### src/rtl/caplim_pkg.sv
// Shared constants and types for the capacity limit bank.
// Assumes a 12-bit byte offset per configuration frame.
package caplim_pkg;
    typedef enum logic [1:0] {
        SPC_SECURE = 2'd0,
        SPC_NONSEC = 2'd1,
        SPC_ROOT   = 2'd2,
        SPC_REALM  = 2'd3
    } space_e;

    localparam int          NUM_SPACES = 4;
    localparam int          OFS_W      = 12;
    localparam logic [11:0] OFS_SEL    = 12'h100;
    localparam logic [11:0] OFS_LIMIT  = 12'h108;
endpackage

### src/rtl/caplim_space.sv
// One security space: a partition selector plus a table of limit entries.
// Assumes NUM_PART <= 2**PIDX_W and 1 <= FRAC_W <= 16. Writes arrive
// already decoded (sel_we / lim_we). Reads and lookups are combinational.
module caplim_space #(
    parameter int NUM_PART = 16,
    parameter int PIDX_W   = 5,
    parameter int FRAC_W   = 8,
    parameter bit HAS_SOFT = 1'b1
) (
    input  logic              clk,
    input  logic              rst_n,
    input  logic              sel_we,
    input  logic              lim_we,
    input  logic [31:0]       wdata,
    output logic [PIDX_W-1:0] sel_q,
    output logic [31:0]       lim_word,
    input  logic [PIDX_W-1:0] lk_pid,
    output logic [15:0]       lk_frac,
    output logic              lk_soft
);
    localparam int                LOW_W    = 16 - FRAC_W;
    localparam logic [FRAC_W-1:0] FRAC_MAX = '1;
    localparam logic [PIDX_W:0]   NP_V     = NUM_PART[PIDX_W:0];

    logic [FRAC_W-1:0] frac_q [NUM_PART];
    logic              soft_q [NUM_PART];
    logic              sel_ok;
    logic              lk_ok;
    logic              unused_wdata;

    assign unused_wdata = ^wdata;

    // Place the stored fraction bits at the top of the 16-bit field.
    function automatic logic [15:0] widen(input logic [FRAC_W-1:0] f);
        return 16'(f) << LOW_W;
    endfunction

    // Selector register: holds the partition index for limit accesses.
    always_ff @(posedge clk) begin
        if (!rst_n)
            sel_q <= '0;
        else if (sel_we)
            sel_q <= wdata[PIDX_W-1:0];
    end

    assign sel_ok = {1'b0, sel_q} < NP_V;
    assign lk_ok  = {1'b0, lk_pid} < NP_V;

    // One storage entry per partition; written only when selected and in range.
    for (genvar e = 0; e < NUM_PART; e++) begin : g_entry
        always_ff @(posedge clk) begin
            if (!rst_n) begin
                frac_q[e] <= FRAC_MAX;
                soft_q[e] <= 1'b0;
            end else if (lim_we && sel_ok && sel_q == PIDX_W'(e)) begin
                frac_q[e] <= wdata[15 -: FRAC_W];
                soft_q[e] <= HAS_SOFT ? wdata[31] : 1'b0;
            end
        end
    end

    // Register-side read of the selected entry, zero when out of range.
    always_comb begin
        lim_word = '0;
        if (sel_ok)
            lim_word = {soft_q[sel_q], 15'b0, widen(frac_q[sel_q])};
    end

    // Lookup-side read for the allocation logic.
    always_comb begin
        lk_frac = '0;
        lk_soft = 1'b0;
        if (lk_ok) begin
            lk_frac = widen(frac_q[lk_pid]);
            lk_soft = soft_q[lk_pid];
        end
    end
endmodule

### src/rtl/caplim_bank.sv
// Top of the per-partition capacity limit bank: four independent space
// banks, address decode, register read mux and lookup mux.
// Assumes single-cycle register accesses with combinational read data.
module caplim_bank
    import caplim_pkg::*;
#(
    parameter int NUM_PART = 16,
    parameter int PIDX_W   = 5,
    parameter int FRAC_W   = 8,
    parameter bit HAS_SOFT = 1'b1
) (
    input  logic              clk,
    input  logic              rst_n,
    input  logic [1:0]        reg_space,
    input  logic [11:0]       reg_addr,
    input  logic              reg_wen,
    input  logic [31:0]       reg_wdata,
    output logic [31:0]       reg_rdata,
    input  logic [1:0]        lk_space,
    input  logic [PIDX_W-1:0] lk_pid,
    output logic [15:0]       lk_frac,
    output logic              lk_soft
);
    logic              hit_sel;
    logic              hit_lim;
    logic [PIDX_W-1:0] sel_v  [NUM_SPACES];
    logic [31:0]       word_v [NUM_SPACES];
    logic [15:0]       frac_v [NUM_SPACES];
    logic              soft_v [NUM_SPACES];

    // Offset decode shared by all spaces.
    assign hit_sel = (reg_addr == OFS_SEL);
    assign hit_lim = (reg_addr == OFS_LIMIT);

    for (genvar s = 0; s < NUM_SPACES; s++) begin : g_space
        caplim_space #(
            .NUM_PART (NUM_PART),
            .PIDX_W   (PIDX_W),
            .FRAC_W   (FRAC_W),
            .HAS_SOFT (HAS_SOFT)
        ) u_space (
            .clk      (clk),
            .rst_n    (rst_n),
            .sel_we   (reg_wen && hit_sel && reg_space == 2'(s)),
            .lim_we   (reg_wen && hit_lim && reg_space == 2'(s)),
            .wdata    (reg_wdata),
            .sel_q    (sel_v[s]),
            .lim_word (word_v[s]),
            .lk_pid   (lk_pid),
            .lk_frac  (frac_v[s]),
            .lk_soft  (soft_v[s])
        );
    end

    // Register read mux: selector, limit word, or zero.
    always_comb begin
        reg_rdata = '0;
        if (hit_sel)
            reg_rdata = 32'(sel_v[reg_space]);
        else if (hit_lim)
            reg_rdata = word_v[reg_space];
    end

    // Lookup mux by space.
    assign lk_frac = frac_v[lk_space];
    assign lk_soft = soft_v[lk_space];
endmodule

### config.mk
export PLATFORM = sky130hd
export DESIGN_NAME = caplim_bank
export DESIGN_NICKNAME = d
export VERILOG_FILES = /design/src/rtl/caplim_pkg.sv /design/src/rtl/caplim_space.sv /design/src/rtl/caplim_bank.sv
export SDC_FILE = /design/constraint.sdc
export NUM_CORES = 1
export LEC_CHECK = 0
export ABC_CLOCK_PERIOD_IN_PS = 9020
export CORE_ASPECT_RATIO = 0.8
export CORE_MARGIN = 2
export CORE_UTILIZATION = 30
export DETAILED_ROUTE_END_ITERATION = 6
export DONT_BUFFER_PORTS = 1
export PLACE_DENSITY = 0.4
export SYNTH_ARGS = -nofsm -noshare
export SYNTH_HDL_FRONTEND = slang
export SYNTH_SLANG_ARGS = --single-unit
### constraint.sdc
create_clock -name clk -period 9.02 [get_ports clk]
set_input_delay 1.353 -clock clk [delete_from_list [all_inputs] [get_ports clk]]
set_output_delay 1.353 -clock clk [all_outputs]
set_load 0.01 [all_outputs]
==> reports/metrics.yaml <==
period_minus_slack_ns: 5.491
synthMuxAreaShare: 0.2450
post_cts_buffers: 0
drv_slew: 0
tightest_slew_ns: 1.321
fmax_mhz: 182.1
hold_ws_ns: 0.4988
crit_top_cell: "nor3_1"
hold_viol: 0
hold_class: "flop to flop"
critPathMaxFanout: 26
fin_cells: 3673
clk-insertion-delay-late_ns: 0.63
rsz0062_at_grt: "false"
max_stage_delay_ns: 0.93
synthXorXnorAreaFrac: 0
grt_pass1_vias: 21330
synth_simple_gate_area_frac: 0.1400
fin_crit_sh: 0.6088
gp_congestion: 0.8016
grt_max_degree: 147
slew_headroom: 0.1053
grt_pass1_wl_mm: 169.7
synth_cell_types: 53
place_inst: 3540
seqCellArea_um2: 17980
nFillCells: 10510
worst_setup_path_start_kind: "flop"
r2r_slack_ns: 5.71
viasPerCell: 5.738
post_cts_resized: 0
first_pass_iters: 7
synth_top_family_by_area: "multiplexers"
cts_tree: "built"
drt-initial-drc-count: 2241
cp-end-kind: "output pin"
cts-root-buf: "clkbuf_16"
post-route-drc-count: 0
synthAdderAreaFrac: 0
crit_type: "flop to output pin"
fin_setup_tns_ns: 0
track_usage: 0.2123
dieHeight_um: 301.2
ys.flop_type: "edfxtp_1"
synth_cells: 2302
clk_pin_slew_ns: 0.06
antenna_found_initial: 11
clockBufferDepth: 3
power_w: 0.006303
dr_total_vias: 21070
crit_chain: "buf_4 -> mux2i_1 -> a221o_1 -> a2111oi_0 -> nor3_1 -> nor3_1"
drive_above_1_share: 0.2354
synth_edf_count: 572
multi_input_area_um2: 13900
placed_cell_area_um2: 34450
synth-seq-cells: 612
arrival_ns: 4.14
synth-compound-area-share: 0.03098
numCtsBuffers: 71
fin_area_um2: 36630
crit_required_ns: 7.67
p_per_area_nw_per_um2: 172.1
outcome: "finished clean"
synth-seq-area-share: 0.5428
die_width_um: 375.5
cap_violations: 0
nNetsFinal: 2239
synth_warnings: 0
drtAntennaViolNets: 0
totalWireLength_mm: 120.7
crit_slowest_cell: "nor3_1"
clock_skew_ns: 0.02111
cts-hold-fix-buffers: 0
ir_worst_vdd_v: 0.0001159
synth_area_per_cell_um2: 14.39
start_util: 0.3041
port_buffers: 0
dieArea_um2: 113100
syn-cell-area_um2: 33120
place_hpwl_mm: 72.91
async_reset_ff_frac: 0
cts_sinks: 612
core_um2: 108900
row_count: 108
area_growth_pct: 10.60
leakagePower_nw: 9.451
io_pins: 105
setup_violations: 0
overflow: 0
wl_per_cell_um: 32.87
cts_max_level: 3
registers in the layout, indices dropped and copies added, names as in the netlist, named ones only:
signal / flops
g_space.u_space.frac_q: 512
g_space.u_space.sel_q: 20
g_space.u_space.soft_q: 64
metrics by stage:
| step | worst slack, ns | util |
|---|---|---|
| 6_report | 3.529 | 0.3363 |
| 2_1_floorplan | 4.322 | - |
| 3_3_place_gp | 4.003 | 0.3163 |
| 4_1_cts | 3.440 | 0.3362 |
| 5_1_grt | 3.239 | 0.3362 |
| 3_5_place_dp | 4.010 | 0.3163 |
path summary, 6_finish.rpt:
check                                             startpoint                                to  cells after the start
worst max-delay path                                    flop                     reg_rdata[10]                      6
worst min-delay path            g_space[2].u_space.soft_q[8]      g_space[2].u_space.soft_q[8]                      2
worst max register to register   g_space[3].u_space.sel_q[4]  g_space[3].u_space.frac_q[13][4]                      6
worst min register to register  g_space[2].u_space.soft_q[8]      g_space[2].u_space.soft_q[8]                      2
worst max-delay path: cells and delay by family, from the launching register on:
family,cells,cell delay (ns)
AOI/OAI and AO/OA,2,0.99
and+or+nand+nor,2,1.07
muxes,1,0.14
DFF,1,0.70
buffers and inverters,1,0.59
area by class of cell:
cell class                      count  share of cell area
Tap cell                         1430             0.04884
Timing Repair Buffer              101             0.02070
Clock buffer                       93             0.05335
Clock inverter                     36            0.006012
Antenna cell                        4           0.0002733
Multi-Input combinational cell   1392              0.3793
Sequential cell                   612              0.4910
Inverter                            5           0.0005123
cells in the final DEF, fill, tap and decap left out, types with 26 or more instances in the layout:
cell / n
a22oi_1: 27
buf_4: 101
clkbuf_16: 75
conb_1: 26
dfxtp_1: 34
edfxtp_1: 572
mux2i_1: 129
mux4_2: 298
nand2_1: 33
nor2_1: 28
nor2b_1: 33
nor3_1: 76
o21ai_0: 50
or3_1: 515
Yosys cell counts (21+ instances only):
library cell / n / area, µm²
edfxtp_1: 572 / 17180
or3_1: 515 / 3222
mux4_2: 298 / 6711
clkbuf_1: 229 / 859.6
mux2i_1: 129 / 1291
nor3_1: 76 / 380.4
o21ai_0: 74 / 370.4
dfxtp_1: 40 / 800.8
nand2_1: 34 / 127.6
nor2b_1: 34 / 212.7
buf_1: 30 / 112.6
buf_2: 30 / 150.1
buf_4: 28 / 210.2
nor2_1: 28 / 105.1
a22oi_1: 27 / 202.7
nand3_1: 21 / 105.1
kinds of logic (layout without fill, tap and decap cells):
logic type      count (synthesis)  in the layout
buf+inv                       323            235
flops                         612            612
other cells                     1             30
compound gates                158            158
mux                           437            437
simple gates                  771            771
metal layers:
| metal | GRT usage | wire, µm | up-vias |
|---|---|---|---|
| met4 | 0.04743 | 2468 | 2 |
| met1 | 0.3115 | 55740 | 11180 |
| met2 | 0.3074 | 51400 | 759 |
| met5 | 0.007966 | 126 | - |
| li1 | - | - | 8999 |
| met3 | 0.06336 | 11000 | 131 |
where the power goes:
| part | switching, W | total (W) | internal, W |
|---|---|---|---|
| Clock | 0.00123 | 0.00281 | 0.00158 |
| Combinational | 0.000201 | 0.000324 | 0.000124 |
| Sequential | 0.0000254 | 0.00317 | 0.00314 |
| Total | 0.00145 | 0.00630 | 0.00485 |
(Power assumes the default switching activity.)
